--- config.mk ---
export PLATFORM = sky130hd
export DESIGN_NAME = palette_ram
export DESIGN_NICKNAME = d
export VERILOG_FILES = /design/src/rtl/pal_pkg.sv /design/src/rtl/pal_store.sv /design/src/rtl/pal_flags.sv /design/src/rtl/palette_ram.sv
export SDC_FILE = /design/constraint.sdc
export NUM_CORES = 1
export LEC_CHECK = 0
export BUFFER_PORTS_ARGS = -buffer_cell sky130_fd_sc_hd__buf_2
export CAP_MARGIN = 20
export CORE_UTILIZATION = 50
export DETAILED_ROUTE_END_ITERATION = 12
export HOLD_SLACK_MARGIN = 0.12
export PLACE_DENSITY = 0.66
export SKIP_LAST_GASP = 1
export SLEW_MARGIN = 20
export SYNTH_ARGS = -nofsm -noshare
export SYNTH_HDL_FRONTEND = slang
export SYNTH_HIERARCHICAL = 1
export SYNTH_SLANG_ARGS = --single-unit
export TNS_END_PERCENT = 30
--- constraint.sdc ---
create_clock -name clk -period 11.56 [get_ports clk]
set_input_delay 1.156 -clock clk [delete_from_list [all_inputs] [get_ports clk]]
set_output_delay 1.156 -clock clk [all_outputs]
set_load 0.05 [all_outputs]
--- src/rtl/pal_pkg.sv ---
// Package: palette geometry and the bus <-> packed color conversions.
// Assumes three channels of four bus bits each, low bit of each dropped.
package pal_pkg;
    localparam int CH_N     = 3;                 // color channels per word
    localparam int NIB_W    = 4;                 // bus bits per channel
    localparam int CH_BITS  = NIB_W - 1;         // kept bits per channel
    localparam int WORD_W   = 16;                // bus word width
    localparam int PACK_W   = CH_N * CH_BITS;    // stored bits per entry
    localparam int IDX_W    = 6;                 // entry index width
    localparam int ENTRIES  = 1 << IDX_W;        // palette depth

    // Bus layout -> packed: bus channel c (from the top) lands in slot c.
    function automatic logic [PACK_W-1:0] pack_color(input logic [WORD_W-1:0] w);
        logic [PACK_W-1:0] p;
        p = '0;
        for (int c = 0; c < CH_N; c++)
            p[c*CH_BITS +: CH_BITS] = w[(CH_N-1-c)*NIB_W+1 +: CH_BITS];
        return p;
    endfunction

    // Packed -> bus layout; every dropped bus bit returns as zero.
    function automatic logic [WORD_W-1:0] unpack_color(input logic [PACK_W-1:0] p);
        logic [WORD_W-1:0] w;
        w = '0;
        for (int c = 0; c < CH_N; c++)
            w[(CH_N-1-c)*NIB_W+1 +: CH_BITS] = p[c*CH_BITS +: CH_BITS];
        return w;
    endfunction
endpackage

--- src/rtl/pal_store.sv ---
// Module: pal_store
// Holds the packed palette entries and flags writes that alter an entry.
// Assumes a single write port; the read path is combinational on rd_idx.
module pal_store
    import pal_pkg::*;
#(
    parameter int N_ENT = ENTRIES,
    parameter int IW    = IDX_W
) (
    input  logic              clk,
    input  logic              rst_n,
    input  logic              wr_en,
    input  logic [IW-1:0]     wr_idx,
    input  logic [WORD_W-1:0] wr_word,
    input  logic [IW-1:0]     rd_idx,
    output logic [WORD_W-1:0] rd_word,
    output logic              changed
);
    logic [PACK_W-1:0] mem_q [N_ENT];
    logic [PACK_W-1:0] packed_in;

    // Pack the incoming word and compare it with the stored entry.
    always_comb begin
        packed_in = pack_color(wr_word);
        changed   = wr_en && (packed_in != mem_q[wr_idx]);
    end

    // Entry storage: zero on reset, updated only when the value changes.
    always_ff @(posedge clk) begin
        if (!rst_n) begin
            for (int i = 0; i < N_ENT; i++) mem_q[i] <= '0;
        end else if (changed) begin
            mem_q[wr_idx] <= packed_in;
        end
    end

    // Read path: unpack the addressed entry back to bus layout.
    always_comb rd_word = unpack_color(mem_q[rd_idx]);

    AST_WRITE_LANDS: assert property (@(posedge clk) disable iff (!rst_n)
        wr_en |=> (mem_q[$past(wr_idx)] == $past(packed_in)));
    AST_MASKED_READ: assert property (@(posedge clk) disable iff (!rst_n)
        (rd_word & ~16'h0EEE) == '0);
endmodule

--- src/rtl/pal_flags.sv ---
// Module: pal_flags
// Keeps per-entry dirty bits, the global changed flag and the border flag.
// Assumes 'mark' is high only for writes that altered an entry; a new
// change in the same cycle as a flush takes priority over the clear.
module pal_flags #(
    parameter int N_ENT     = 64,
    parameter int IW        = 6,
    parameter int SKIP_BITS = 4
) (
    input  logic             clk,
    input  logic             rst_n,
    input  logic             mark,
    input  logic [IW-1:0]    mark_idx,
    input  logic [IW-1:0]    border_idx,
    input  logic             flush,
    output logic [N_ENT-1:0] dirty,
    output logic             any_dirty,
    output logic             border_dirty
);
    logic          eligible;
    logic          border_hit;
    logic          border_move;
    logic [IW-1:0] border_seen_q;
    logic          any_q;
    logic          border_q;

    // Decode which change events this cycle carries.
    always_comb begin
        eligible    = mark && (mark_idx[SKIP_BITS-1:0] != '0);
        border_hit  = mark && (mark_idx == border_idx);
        border_move = (border_idx != border_seen_q);
    end

    // One dirty bit per entry: set on an eligible change, else cleared by flush.
    for (genvar e = 0; e < N_ENT; e++) begin : g_dirty
        always_ff @(posedge clk) begin
            if (!rst_n)                                     dirty[e] <= 1'b1;
            else if (eligible && (mark_idx == IW'(e)))      dirty[e] <= 1'b1;
            else if (flush)                                 dirty[e] <= 1'b0;
        end
    end

    // Global changed flag follows the same set/clear priority.
    always_ff @(posedge clk) begin
        if (!rst_n)        any_q <= 1'b1;
        else if (eligible) any_q <= 1'b1;
        else if (flush)    any_q <= 1'b0;
    end

    // Border flag: raised by a write to the border entry or a new index.
    always_ff @(posedge clk) begin
        if (!rst_n)                          border_q <= 1'b1;
        else if (border_hit || border_move)  border_q <= 1'b1;
        else if (flush)                      border_q <= 1'b0;
    end

    // Remember last cycle's border index to detect moves.
    always_ff @(posedge clk) begin
        if (!rst_n) border_seen_q <= '0;
        else        border_seen_q <= border_idx;
    end

    assign any_dirty    = any_q;
    assign border_dirty = border_q;

    AST_MARK_SETS: assert property (@(posedge clk) disable iff (!rst_n)
        eligible |=> (dirty[$past(mark_idx)] && any_dirty));
    AST_ANY_TRACKS: assert property (@(posedge clk) disable iff (!rst_n)
        any_dirty == (|dirty));
    AST_SKIP_NIBBLE: assert property (@(posedge clk) disable iff (!rst_n)
        (!eligible && !flush) |=> (dirty == $past(dirty)));
    AST_BORDER_RAISE: assert property (@(posedge clk) disable iff (!rst_n)
        (border_hit || border_move) |=> border_dirty);
    AST_FLUSH_CLEARS: assert property (@(posedge clk) disable iff (!rst_n)
        (flush && !mark && !border_move) |=> (dirty == '0 && !any_dirty && !border_dirty));
endmodule

--- src/rtl/palette_ram.sv ---
// Module: palette_ram (top)
// 64-entry packed color palette with per-entry and border change tracking.
// Assumes word accesses: addr[0] is ignored, addr[6:1] selects the entry.
module palette_ram
    import pal_pkg::*;
#(
    parameter int ADDR_W = IDX_W + 1
) (
    input  logic                 clk,
    input  logic                 rst_n,
    input  logic [ADDR_W-1:0]    addr,
    input  logic                 wr_en,
    input  logic [WORD_W-1:0]    wr_data,
    output logic [WORD_W-1:0]    rd_data,
    input  logic [ADDR_W-2:0]    border_idx,
    input  logic                 flush,
    output logic [(1<<(ADDR_W-1))-1:0] dirty,
    output logic                 any_dirty,
    output logic                 border_dirty
);
    localparam int IW    = ADDR_W - 1;
    localparam int N_ENT = 1 << IW;

    logic [IW-1:0] idx;
    logic          chg;
    logic          unused_addr_lsb;

    // Word index from the byte address; the byte select bit is dropped.
    always_comb begin
        idx             = addr[ADDR_W-1:1];
        unused_addr_lsb = addr[0];
    end

    pal_store #(.N_ENT(N_ENT), .IW(IW)) u_store (
        .clk     (clk),
        .rst_n   (rst_n),
        .wr_en   (wr_en),
        .wr_idx  (idx),
        .wr_word (wr_data),
        .rd_idx  (idx),
        .rd_word (rd_data),
        .changed (chg)
    );

    pal_flags #(.N_ENT(N_ENT), .IW(IW), .SKIP_BITS(4)) u_flags (
        .clk          (clk),
        .rst_n        (rst_n),
        .mark         (chg),
        .mark_idx     (idx),
        .border_idx   (border_idx),
        .flush        (flush),
        .dirty        (dirty),
        .any_dirty    (any_dirty),
        .border_dirty (border_dirty)
    );

    AST_SAME_QUIET: assert property (@(posedge clk) disable iff (!rst_n)
        (wr_en && !chg && !flush) |=> (dirty == $past(dirty)));
    AST_RESET_FLAGS: assert property (@(posedge clk)
        !rst_n |=> (&dirty && any_dirty && border_dirty));
    AST_FLUSH_VS_WRITE: assert property (@(posedge clk) disable iff (!rst_n)
        (flush && chg && idx[3:0] != 4'd0) |=> (dirty == (N_ENT'(1) << $past(idx))));
endmodule

==> impl_results.md <==
* Commonest non-fill, non-tap cells in the layout: edfxtp_1 (576), nor3_1 (554), mux4_2 (246)
* Setup Total Neg Slack at 0 ns
* Clk_lat worst skew at 0.63 ns
* Clock Path Buffers at 3
* Drt first pass iters at 9
* Vias in the first global route at 25184
* Clk slew on worst S/H paths at 0.06 ns
* Post-DP Area at 35700 µm²
* F_max at 0.139 GHz
* Final Hold Vio Count at 0
* Post-placement worst setup slack at 3.99 ns
* WHS at 0.453 ns
* Crit path max-delay cell type: and4_4
* CP Capture Type: flop
* Synth Warn # at 6
* Rows at 96
* Max-slew headroom at 0.162
* DRC at 0
* Global-route wire length before repair at 173000 µm
* Via count at 25871
* WS Path Type: input port to flop
* Largest stage delay, worst path at 0.88 ns
* Max cap viols at 0
* PostCTS Resize Cnt at 0
* Crit-path cells: buf_8 > buf_4 > nor2b_2 > buf_4 > a221oi_1 > o21ai_0 > a211o_1 > nor4_2 > xnor2_1 > nor3_1 > and4_4 > buf_12 > o21ai_0 > buf_4
* Post-synth EDFFs at 576
* Worst hold path class: flop to flop
* H-tree depth at 3
* Setup WS post-layout at 4.35 ns
* PortBufs at 99
* Status: completed
* Final Cell Area at 38000 µm²
* Final setup fails at 0
* Lkg Pwr at 12.0 nW
* CP arrival at 7.58 ns
* Post-synth top area share at 0.498
* CP Buf/Inv Count at 5
* Width of the chip at 266 µm
* Req. time, crit path at 11.93 ns
* Post-Syn Area at 34700 µm²
* Crit path launch type: input port
* Root Buffer: clkbuf_16
* Post-route ant nets at 0
* CTS tree: yes
* Yosys reg bits at 648
* Hold buffer count at CTS at 0
* Final Max Tran Viols at 0
* Post-synth top flop: edfxtp_1
* Pin count of the biggest net entering global routing at 231
* Slew at the pin with the worst max-slew slack at 1.26 ns
* Vias per cell at 7.16
* Pwr/cell area at 153 nW/µm²
* CP delay by family, top: buffers and inverters
* Period utilization at 0.624
* Core area at 68700 µm²
* Die ar. at 70500 µm²
* Initial Util at 0.506
* Layout Nets at 2657
* Commonest non-fill, non-tap cell in the layout: edfxtp_1
* Maximum VDD drop at 0.103 mV
* Final HPWL DP at 74800 µm
* Crit Path Max Fanout at 230
* Synth area leaders: edfxtp_1 (50%), mux4_2 (16%), nor3_1 (8.0%)
* Wire per inst at 33.4 µm
* Post-synth top area cell: edfxtp_1
* Mean Syn Cell Area at 13.2 µm²
* DR iter-0 viols at 3650
* Post-synthesis async set-or-reset flop share at 0
* Layout Skew at 0.0392 ns
* I/O Pins at 115
* Unrepaired setup endpoints after global routing: false
* Placer's final routability congestion estimate at 0.983
* # clock sinks at 648
* Min Tclk post-route at 7.21 ns
* Total track usage at 0.340
* Synth-to-Final Area Change at 9.27%
* Share of cells above drive strength 1 at 0.240
* Die Ht at 266 µm
* Distinct cells, synth at 68
* Post-CTS setup buffers at 0
* Antenna violations before repair at 6
* Final wirelength at 121000 µm
* Total CTS buffers at 70
* Cell mode on critical path: buf_4
* Seq/Total Area, Yosys at 0.539
* Grt total ovfl at 0
* Cells after synthesis at 2642
==> report_power, final <==
part,internal [mW],switching [mW],leakage [nW]
clock network,1.28,0.944,1.07
logic,0.287,0.546,4.88
registers,2.67,0.0690,6.08
==> tightest hold or removal path: cells and delay by family, from the launching register on <==
kind | cells | cell delay [ns]
AO/OA/AOI/OAI | 1 | 0.06
buffers and inverters | 1 | 0.04
flip-flops | 1 | 0.30
==> registers in the layout (all words and copies together) (netlist names) <==
register,cells
u_flags/border_dirty,1
u_flags/border_seen_q,6
u_flags/dirty,64
u_store/mem_q,576
u_flags/any_dirty,1
==> cell usage after synthesis, types with 16 or more instances <==
library cell / number
o22ai_1: 20
nor4_1: 27
nor3_1: 555
clkbuf_1: 130
inv_1: 69
buf_1: 32
nand3_1: 31
a21oi_1: 24
buf_2: 45
a221oi_1: 40
nand2_1: 168
edfxtp_1: 576
o221ai_1: 58
buf_4: 23
nor2_1: 37
mux2_2: 46
a22oi_1: 33
mux4_2: 246
dfxtp_1: 72
buf_6: 70
and2_1: 25
a22o_1: 16
mux2i_1: 68
o21ai_0: 78
==> layer usage <==
layer  global-route usage  wire length, µm  up-vias
met1                0.425            41300    12909
met3                0.132            18100      444
met5                    0               26        -
li1                     -                -    10522
met2                0.505            53800     1992
met4                0.197             7590        4
==> cell families (layout without fill, tap and decap cells) <==
family | Yosys count | after routing | synth area share
and+or+nand+nor | 897 | 897 | 0.128
buffers and inverters | 374 | 405 | 0.0604
muxes | 362 | 362 | 0.195
DFF | 648 | 648 | 0.539
AOI/OAI and AO/OA | 340 | 340 | 0.0726
other | 1 | 12 | 0.000108
xor gates and xnor gates | 20 | 20 | 0.00504
==> per-stage QoR <==
stage | util | instances | total power, mW
floorplan | - | 2648 | 3.29
global placement | 0.519 | 3482 | 3.57
detailed placement | 0.520 | 3482 | 3.59
CTS | 0.552 | 3609 | 5.77
global route | 0.552 | 3611 | 5.92
finish | 0.553 | 3615 | 5.80
==> layout make-up <==
class / instances / area (µm²)
diodes: 5 / 12.5
clock buffers: 92 / 1910
clock inverters: 35 / 314
fillers: 5610 / 30700
inverters: 69 / 260
multi-input cells: 1626 / 14100
flip-flops and latches: 648 / 18700
well taps: 931 / 1160
repair buffers: 209 / 1440
==> worst paths after layout <==
check	start	to	slack (ns)	cells past startpoint
max	addr[1]	u_store/mem_q[55][1]$_SDFFCE_PN0P_	4.35	14
min	u_flags/dirty[16]$_SDFFE_PP1P_	u_flags/dirty[16]$_SDFFE_PP1P_	0.45	2
min reg2reg	u_flags/dirty[16]$_SDFFE_PP1P_	u_flags/dirty[16]$_SDFFE_PP1P_	0.45	2
max reg2reg	u_store/mem_q[52][8]$_SDFFCE_PN0P_	u_store/mem_q[55][1]$_SDFFCE_PN0P_	5.88	10
Note: power is estimated with default switching activity, not from simulation.
